<file path="config.mk">
export PLATFORM = sky130hd
export DESIGN_NAME = wro_unit
export DESIGN_NICKNAME = d
export VERILOG_FILES = /design/src/rtl/wro_pkg.sv /design/src/rtl/wro_region_match.sv /design/src/rtl/wro_wbuf.sv /design/src/rtl/wro_arbiter.sv /design/src/rtl/wro_unit.sv
export SDC_FILE = /design/constraint.sdc
export NUM_CORES = 1
export LEC_CHECK = 0
export ABC_AREA = 1
export BUFFER_PORTS_ARGS = -buffer_cell sky130_fd_sc_hd__buf_4
export CORE_ASPECT_RATIO = 0.9
export CORE_MARGIN = 2
export CORE_UTILIZATION = 30
export DETAILED_ROUTE_END_ITERATION = 7
export GPL_ROUTABILITY_DRIVEN = 0
export PLACE_DENSITY = 0.62
export SETUP_SLACK_MARGIN = 0.4
export SYNTH_ARGS = -nofsm -noshare
export SYNTH_HDL_FRONTEND = slang
export SYNTH_SLANG_ARGS = --single-unit
export TNS_END_PERCENT = 10
</file>
<file path="constraint.sdc">
create_clock -name clk -period 1.9 [get_ports clk]
set_input_delay 0.285 -clock clk [delete_from_list [all_inputs] [get_ports clk]]
set_output_delay 0.285 -clock clk [all_outputs]
set_load 0.05 [all_outputs]
</file>
<file path="src/rtl/wro_pkg.sv">
package wro_pkg;

  typedef enum logic [1:0] {
    GNT_NONE  = 2'd0,
    GNT_READ  = 2'd1,
    GNT_WRITE = 2'd2
  } grant_e;

  // Address falls in window number win_idx of size 2**win_bits.
  function automatic logic win_hit(input logic [31:0] addr,
                                   input int unsigned win_bits,
                                   input int unsigned win_idx);
    return (addr >> win_bits) == 32'(win_idx);
  endfunction

  // Ordering is needed when either side is protected or addresses match.
  function automatic logic needs_order(input logic rd_prot,
                                       input logic wp_prot,
                                       input logic same_addr);
    return rd_prot | wp_prot | same_addr;
  endfunction

endpackage

</file>
<file path="src/rtl/wro_region_match.sv">
module wro_region_match #(
  parameter int AW       = 16,
  parameter int NREG     = 2,
  parameter int WIN_BITS = 12,
  parameter int BASE_WIN = 6
) (
  input  logic [AW-1:0]   addr,
  input  logic [NREG-1:0] prot_en,
  output logic            hit
);
  import wro_pkg::*;

  logic [NREG-1:0] win_sel;

  for (genvar k = 0; k < NREG; k++) begin : g_win
    assign win_sel[k] = prot_en[k] & win_hit(32'(addr), WIN_BITS, BASE_WIN + k);
  end

  assign hit = |win_sel;

endmodule

</file>
<file path="src/rtl/wro_wbuf.sv">
module wro_wbuf #(
  parameter int AW = 16,
  parameter int DW = 16
) (
  input  logic          clk,
  input  logic          rst_n,
  input  logic          wr_req,
  input  logic [AW-1:0] wr_addr,
  input  logic [DW-1:0] wr_data,
  input  logic          drain,
  output logic          wr_accept,
  output logic          wp_valid,
  output logic [AW-1:0] wp_addr,
  output logic [DW-1:0] wp_data
);

  assign wr_accept = wr_req & (~wp_valid | drain);

  always_ff @(posedge clk) begin
    if (!rst_n) begin
      wp_valid <= 1'b0;
      wp_addr  <= '0;
      wp_data  <= '0;
    end else if (wr_accept) begin
      wp_valid <= 1'b1;
      wp_addr  <= wr_addr;
      wp_data  <= wr_data;
    end else if (drain) begin
      wp_valid <= 1'b0;
    end
  end

  AST_HOLD_PARKED: assert property (@(posedge clk) disable iff (!rst_n)
    (wp_valid && !drain) |=> (wp_valid && $stable(wp_addr) && $stable(wp_data)));

endmodule

</file>
<file path="src/rtl/wro_arbiter.sv">
module wro_arbiter (
  input  logic            clk,
  input  logic            rst_n,
  input  logic            rd_req,
  input  logic            wp_valid,
  input  logic            hazard,
  input  logic            bus_ready,
  output wro_pkg::grant_e grant,
  output logic            rd_go,
  output logic            wr_drain,
  output logic            rd_stall,
  output logic            order_stall
);
  import wro_pkg::*;

  assign rd_go       = rd_req & ~hazard;
  assign order_stall = rd_req & hazard;
  assign wr_drain    = (grant == GNT_WRITE) & bus_ready;
  assign rd_stall    = rd_req & ~(rd_go & bus_ready);

  always_comb begin
    if (rd_go)         grant = GNT_READ;
    else if (wp_valid) grant = GNT_WRITE;
    else               grant = GNT_NONE;
  end

  AST_STALL_PULSE_IMPLIES_STALL: assert property (@(posedge clk) disable iff (!rst_n)
    order_stall |-> rd_stall);

  AST_WAIT_ON_BUSY: assert property (@(posedge clk) disable iff (!rst_n)
    (order_stall && !bus_ready) |=> (wp_valid || !rd_req));

endmodule

</file>
<file path="src/rtl/wro_unit.sv">
module wro_unit #(
  parameter int AW       = 16,
  parameter int DW       = 16,
  parameter int NREG     = 2,
  parameter int WIN_BITS = 12,
  parameter int BASE_WIN = 6,
  parameter logic [NREG-1:0] PROT_RST = '1
) (
  input  logic            clk,
  input  logic            rst_n,
  input  logic            cfg_we,
  input  logic [NREG-1:0] cfg_prot,
  input  logic            wr_req,
  input  logic [AW-1:0]   wr_addr,
  input  logic [DW-1:0]   wr_data,
  output logic            wr_stall,
  input  logic            rd_req,
  input  logic [AW-1:0]   rd_addr,
  output logic            rd_stall,
  output logic            bus_valid,
  output logic            bus_we,
  output logic [AW-1:0]   bus_addr,
  output logic [DW-1:0]   bus_wdata,
  input  logic            bus_ready,
  output logic            stall_pulse
);
  import wro_pkg::*;

  logic [NREG-1:0] prot_en;
  logic            wr_accept, wp_valid, wr_drain, rd_go;
  logic [AW-1:0]   wp_addr;
  logic [DW-1:0]   wp_data;
  logic            rd_prot, wp_prot, same_addr, hazard;
  grant_e          grant;

  always_ff @(posedge clk) begin
    if (!rst_n)      prot_en <= PROT_RST;
    else if (cfg_we) prot_en <= cfg_prot;
  end

  wro_region_match #(.AW(AW), .NREG(NREG), .WIN_BITS(WIN_BITS), .BASE_WIN(BASE_WIN))
    u_rd_match (.addr(rd_addr), .prot_en(prot_en), .hit(rd_prot));

  wro_region_match #(.AW(AW), .NREG(NREG), .WIN_BITS(WIN_BITS), .BASE_WIN(BASE_WIN))
    u_wp_match (.addr(wp_addr), .prot_en(prot_en), .hit(wp_prot));

  wro_wbuf #(.AW(AW), .DW(DW)) u_wbuf (
    .clk(clk), .rst_n(rst_n), .wr_req(wr_req), .wr_addr(wr_addr), .wr_data(wr_data),
    .drain(wr_drain), .wr_accept(wr_accept), .wp_valid(wp_valid),
    .wp_addr(wp_addr), .wp_data(wp_data));

  assign same_addr = (rd_addr == wp_addr);
  assign hazard    = wp_valid & needs_order(rd_prot, wp_prot, same_addr);

  wro_arbiter u_arb (
    .clk(clk), .rst_n(rst_n), .rd_req(rd_req), .wp_valid(wp_valid), .hazard(hazard),
    .bus_ready(bus_ready), .grant(grant), .rd_go(rd_go), .wr_drain(wr_drain),
    .rd_stall(rd_stall), .order_stall(stall_pulse));

  assign wr_stall  = wr_req & ~wr_accept;
  assign bus_valid = (grant != GNT_NONE);
  assign bus_we    = (grant == GNT_WRITE);
  assign bus_addr  = rd_go ? rd_addr : wp_addr;
  assign bus_wdata = wp_data;

  AST_ORDER_WRITE_FIRST: assert property (@(posedge clk) disable iff (!rst_n)
    (rd_req && hazard) |-> (bus_valid && bus_we && bus_addr == wp_addr));

  AST_SAME_ADDR_HELD: assert property (@(posedge clk) disable iff (!rst_n)
    (rd_req && wp_valid && rd_addr == wp_addr) |-> rd_stall);

  AST_BYPASS_READ: assert property (@(posedge clk) disable iff (!rst_n)
    (rd_req && wp_valid && !rd_prot && !wp_prot && rd_addr != wp_addr)
      |-> (bus_valid && !bus_we && bus_addr == rd_addr));

  AST_IDLE_NO_CMD: assert property (@(posedge clk) disable iff (!rst_n)
    (!rd_req && !wp_valid) |-> !bus_valid);

endmodule

</file>
==> run_results.csv, run 1 <==
group,metric,value,unit
run_status,status,"finished with violations",
run_status,failed_checks,"setup timing",
placement,port_buffers,92,
clocking,cts.clk_slew.worst_paths,0.07,ns
drt,drt_iter0_drc,138,
final_layout,fill_cells,708,
yosys,synth_seq_cells,35,
sta,fin_setup_tns,-5.69,ns
critical_path,critPathMaxFanout,4,
yosys,synth_top_family_by_area,"simple AND/OR/NAND/NOR gates",
yosys,synth_top_area_cell,"dfxtp_1",
final_layout,design_area,3750,sq um
sta,fin_crit_sh,115,%
clocking,cts_hold_buffers,0,
final_layout,final_cell_mix,"108 x buf_4, 97 x nand2_1, 49 x inv_1, 39 x nor2_1, 35 x a21oi_1",
final_layout,multi_input_area,1310,sq um
yosys,yosys-top-cells-area,"dfxtp_1 33%, nand2_1 19%, inv_1 12%, a21oi_1 8.7%, nand3_1 7.7%",
critical_path,reg2reg_from,"u_wbuf.wp_addr[11]$_SDFFE_PN0P_",
floorplanning,ioPinCount,93,
final_layout,syn_to_final_growth,75.6,%
sta,final_hold_viol_count,0,
yosys,synth-compound-area-share,13.6,%
sta,fmax,458,MHz
critical_path,critical_path_arrival,1.90,ns
yosys,synth-xor-area-share,0,%
final_layout,drive_above_1_share,43.6,%
placement,dpl_worst_slack,-0.123,ns
power,powerDensity,638,nW/um^2
yosys,synthSimpleGateAreaFrac,35.5,%
sta,rsz0062_at_grt,"yes",
power,vdd_drop_max,429,uV
yosys,avgSynthCellArea,5.74,sq um
clocking,clockBufferDepth,2,
critical_path,timing_worst_setup_path_type,"flop to output pin",
sta,maxSlewViolCount,0,
clocking,tritoncts,"yes",
yosys,postSynthCellCount,372,
floorplanning,die-width,92.9,um
floorplanning,die-area,7810,sq um
sta,fin_ws,-0.285,ns
sta,worst_pin_slew,0.339,ns
yosys,yosys_warnings,0,
final_layout,post-route-util,53.8,%
run,maxCapViolCount,0,
clocking,cts_inserted_buffers,5,
placement,place_area,3380,sq um
drt,drtAntennaViolNets,0,
hold_path,min_path_cells,2,
yosys,synthesis.area,2130,sq um
final_layout,mostFrequentLayoutCell,"buf_4",
power,p_leak,1.99,nW
yosys,synth_top_area_share,32.8,%
critical_path,cp-end-kind,"output pin",
critical_path,r2r-end,"u_wbuf.wp_addr[13]$_SDFFE_PN0P_",
clocking,clockRootBuffer,"clkbuf_8",
hold_path,min_to,"prot_en[1]$_SDFFE_PN1P_",
global_routing,antenna_found_initial,0,
final_layout,final-seq-area,728,sq um
floorplanning,die_y,84.0,um
drt,vias,2534,
critical_path,required,1.62,ns
critical_path,rrSetupSlack,-0.03,ns
yosys,yosysSeqAreaShare,32.8,%
global_routing,grt_max_degree,51,
drt,drcViolationCount,0,
hold_path,min_from,"cfg_we",
drt,routedWlPerCell,10.5,um
yosys,synth_fa_ha_area_share,0,%
global_routing,grt_overflow,0,
global_routing,grt_pass1_vias,2276,
drt,viasPerCell,4.29,
yosys,muxShareOfSynthArea,0,%
sta,setup_viol,45,
floorplanning,rows,29,
drt,routed_wl,6180,um
sta,clock_skew,0.00982,ns
clocking,cts.htree.levels,2,
yosys,syn_nets,428,
sta,period_minus_slack,2.18,ns
floorplanning,start_util,30.6,%
global_routing,grt_usage,15.7,%
clocking,insertion_delay,0.28,ns
drt,dr.pass1.iters,4,
sta,relSlewSlack,77.4,%
final_layout,n_antenna_cell,0,
global_routing,grt_pass1_wl,10100,um
critical_path,critPathLaunchType,"flop",
critical_path,r2r_cells,16,
placement,dp_hpwl,4530,um
clocking,clock_sinks,35,
yosys,ys_types,16,
floorplanning,core,6970,sq um
hold_path,hp-class,"input port to flop",
final_layout,nets,553,
==> through the flow <==
stage	instances	hold slack (ns)	total power, mW
3_5_place_dp	575	0.475	1.74
4_1_cts	588	0.201	2.39
2_1_floorplan	372	0.385	1.42
3_3_place_gp	575	0.464	1.73
6_report	591	0.213	2.39
5_1_grt	591	0.224	2.54
==> cells in the mapped netlist, drive strengths merged <==
cell    number
inv         71
a21oi       37
dfxtp       35
nand3       33
nor2        44
clkbuf      10
o21ai       21
nand4        1
nand2      109
buf         11
==> state kept, by name, indices dropped and copies added (netlist names) <==
name	flops
prot_en	2
u_wbuf.wp_valid	1
u_wbuf.wp_data	16
u_wbuf.wp_addr	16
==> area by class of cell <==
cell class,count,area share [%]
Clock buffer,8,2.67
Inverter,71,7.18
Multi-Input combinational cell,245,34.8
Sequential cell,35,19.4
Tap cell,93,3.11
Timing Repair Buffer,139,32.8
==> metal layers <==
metal	wire length (um)	global-route usage, %	up-vias
met5	0	0	-
met4	46	3.48	0
met3	360	4.52	5
met2	2800	25.2	61
met1	2970	20.8	1097
li1	-	-	1371
==> critical path, stage by stage (launching register included) <==
cell     delay [ns]
dfxtp_2        0.37
inv_1          0.05
nand2_1        0.05
nand2_1        0.05
nor2_1         0.12
nand2_1        0.07
nor2_1         0.10
nand2_1        0.05
nand2_1        0.07
nand2_2        0.09
buf_4          0.15
buf_4          0.15
a21oi_2        0.13
buf_6          0.17
==> what timing repair did <==
action | in CTS | in global routing
cloned | 1 | 1
pin swaps | 1 | 4
setup buffers | 4 | 2
gates resized for setup | 29 | 29
endpoints found under the setup margin | 53 | 53
==> worst max path at each step <==
| stage | startpoint | endpoint | slack, ns | depth (start not counted) |
|---|---|---|---|---|
| 2_1_floorplan | rd_addr[10] | wr_stall | 0.1 | 15 |
| 3_3_place_gp | u_wbuf.wp_addr[8]$_SDFFE_PN0P_ | bus_addr[4] | -0.10 | 14 |
| 3_5_place_dp | u_wbuf.wp_addr[6]$_SDFFE_PN0P_ | bus_addr[9] | -0.12 | 14 |
| 4_1_cts | u_wbuf.wp_addr[8]$_SDFFE_PN0P_ | bus_addr[14] | -0.34 | 14 |
| 5_1_grt | u_wbuf.wp_addr[6]$_SDFFE_PN0P_ | bus_addr[7] | -0.40 | 14 |
| 6_report | u_wbuf.wp_addr[11]$_SDFFE_PN0P_ | bus_we | -0.28 | 13 |
==> power breakdown <==
part           switching [mW]  internal (mW)
sequential             0.0554          0.798
combinational           0.538          0.412
clock                   0.258          0.331
==> kinds of logic (layout without fill, tap and decap cells) <==
kind of cell / count (synthesis) / in the layout
AO/OA/AOI/OAI: 58 / 58
buffers and inverters: 92 / 218
flip-flops: 35 / 35
AND/OR/NAND/NOR: 187 / 187
(Power assumes the default switching activity.)
==> inputs of run 2 (changes only) <==
==> constraint.sdc (replaced) <==
create_clock -name clk -period 2.12 [get_ports clk]
set_input_delay 0.318 -clock clk [delete_from_list [all_inputs] [get_ports clk]]
set_output_delay 0.318 -clock clk [all_outputs]
set_load 0.05 [all_outputs]
==> run_results.csv, run 2 (synthesized netlist as in run 1, its figures left out) <==
group,metric,value,unit
run_status,status,"finished with violations",
run_status,failed_checks,"setup timing",
floorplanning,die-width,92.9,um
drt,drtAntennaViolNets,0,
placement,dp_hpwl,4320,um
drt,drt_iter0_drc,81,
floorplanning,ioPinCount,93,
drt,routedWlPerCell,11.1,um
hold_path,hp-class,"input port to flop",
critical_path,rrSetupSlack,0.15,ns
floorplanning,rows,29,
hold_path,min_to,"prot_en[1]$_SDFFE_PN1P_",
final_layout,final_cell_count_no_fill,561,
run,maxCapViolCount,0,
sta,relSlewSlack,69.8,%
placement,port_buffers,92,
critical_path,r2r-end,"u_wbuf.wp_addr[14]$_SDFFE_PN0P_",
final_layout,design_area,3680,sq um
floorplanning,die_y,84.0,um
final_layout,mostFrequentLayoutCell,"nand2_1",
critical_path,cp.buffers_inverters,4,
critical_path,reg2reg_from,"u_wbuf.wp_addr[10]$_SDFFE_PN0P_",
critical_path,required,1.80,ns
power,vdd_drop_max,338,uV
final_layout,fill_cells,721,
global_routing,grt_pass1_wl,10500,um
critical_path,r2r_cells,16,
drt,vias,2491,
critical_path,cp_cell_sequence,"inv_1 -> nand2_1 -> nand2_1 -> nor2_1 -> nand2_1 -> nor2_1 -> nand2_1 -> nand2_1 -> nand2_2 -> nand2_8 -> buf_16 -> buf_12 -> o21ai_4 -> buf_6",
final_layout,syn_to_final_growth,72.2,%
critical_path,critical_path_arrival,1.90,ns
critical_path,max_stage_delay,0.35,ns
critical_path,worst_path_max_delay_cell,"dfxtp_2",
clocking,clockRootBuffer,"clkbuf_8",
floorplanning,start_util,30.6,%
sta,fin_ws,-0.0977,ns
placement,dp.cells,547,
final_layout,post-route-util,52.8,%
sta,worst_pin_slew,0.453,ns
clocking,tritoncts,"yes",
floorplanning,die-area,7810,sq um
global_routing,grt_max_degree,45,
hold_path,min_path_cells,2,
power,p_leak,1.88,nW
final_layout,top_regs,"u_wbuf.wp_addr x16, u_wbuf.wp_data x16, prot_en x2",
critical_path,timing_worst_setup_path_type,"flop to output pin",
global_routing,grt_usage,16.3,%
sta,fin_crit_sh,105,%
critical_path,cp-end-kind,"output pin",
clocking,cts_inserted_buffers,5,
clocking,clock_sinks,35,
critical_path,critPathMaxFanout,6,
clocking,cts.htree.levels,2,
sta,clock_skew,0.00520,ns
sta,maxSlewViolCount,0,
critical_path,path_common_cell,"nand2_1",
clocking,cts_hold_buffers,0,
drt,routed_wl,6260,um
global_routing,grt_overflow,0,
drt,drcViolationCount,0,
drt,dr.pass1.iters,4,
clocking,insertion_delay,0.27,ns
critical_path,crit_family,"simple AND/OR/NAND/NOR gates",
final_layout,final_cell_mix,"91 x nand2_1, 78 x buf_4, 52 x inv_1, 38 x nor2_1, 34 x a21oi_1",
clocking,cts.clk_slew.worst_paths,0.06,ns
final_layout,n_antenna_cell,0,
hold_path,min_from,"cfg_we",
sta,period_minus_slack,2.22,ns
sta,fmax,451,MHz
floorplanning,core,6970,sq um
sta,rsz0062_at_grt,"yes",
final_layout,drive_above_1_share,45.9,%
global_routing,grt_pass1_vias,2334,
global_routing,antenna_found_initial,0,
sta,setup_viol,18,
sta,final_hold_viol_count,0,
clocking,clockBufferDepth,2,
power,powerDensity,554,nW/um^2
placement,place_area,3130,sq um
final_layout,nets,525,
critical_path,critPathLaunchType,"flop",
drt,viasPerCell,4.44,
==> run 2: changes by cell type in the layout (fill, tap and decap cells not counted), moves of 3 or more <==
cell	change
dfxtp_2	+3
nand2_2	+6
buf_4	-30
nand3_1	-21
nand3_2	+21
inv_1	+3
buf_12	+3
nand2_1	-6
==> run 2: layer usage <==
layer,wire (um),vias to the layer above,GRT usage [%]
met2,2960,73,27.0
met1,2780,1092,20.8
li1,-,1320,-
met3,473,6,4.97
met5,0,-,0
met4,41,0,3.48
==> run 2: worst max-delay path by stage <==
stage	endpoint	cells after the start	from	slack (ns)
global placement	bus_addr[11]	12	rd_addr[12]	0.05
finish	bus_addr[11]	14	u_wbuf.wp_addr[10]$_SDFFE_PN0P_	-0.1
detailed placement	bus_addr[8]	15	rd_addr[8]	0.06
floorplan	stall_pulse	10	u_wbuf.wp_addr[12]$_SDFFE_PN0P_	0.23
global route	bus_addr[11]	14	u_wbuf.wp_addr[1]$_SDFFE_PN0P_	-0.23
CTS	bus_addr[0]	14	u_wbuf.wp_addr[8]$_SDFFE_PN0P_	-0.09
==> run 2: final cells by class <==
| type | count | area (sq um) | share of cell area, % |
|---|---|---|---|
| flip-flops and latches | 35 | 728 | 19.8 |
| repair buffers | 111 | 1060 | 28.7 |
| multi-input cells | 245 | 1440 | 39.1 |
| clock buffers | 6 | 72.6 | 1.97 |
| inverters | 71 | 267 | 7.25 |
| well taps | 93 | 116 | 3.17 |
==> run 2: power by group <==
group          switching (mW)  internal (mW)  total (mW)
clock                   0.209          0.219       0.428
sequential             0.0508          0.716       0.767
combinational           0.493          0.350       0.843
total                   0.754           1.28        2.04
==> run 2: metrics by stage <==
step / hold WS [ns] / setup WS (ns) / power, mW / TNS [ns]
after global placement: 0.462 / 0.0548 / 1.49 / 0
after detailed placement: 0.475 / 0.0612 / 1.50 / 0
after floorplan: 0.418 / 0.234 / 1.27 / 0
after global routing: 0.244 / -0.234 / 2.17 / -4.25
after CTS: 0.236 / -0.0911 / 2.03 / -1.35
final: 0.250 / -0.0977 / 2.04 / -1.38
==> run 2: what timing repair did <==
item                                   in CTS  in global routing
pin swaps                                   2                  8
gates resized for setup                    62                 36
setup endpoints to repair                  53                 53
gates cloned                                1                  1
buffers inserted                            5                  1
endpoints found under the hold margin       0                  0
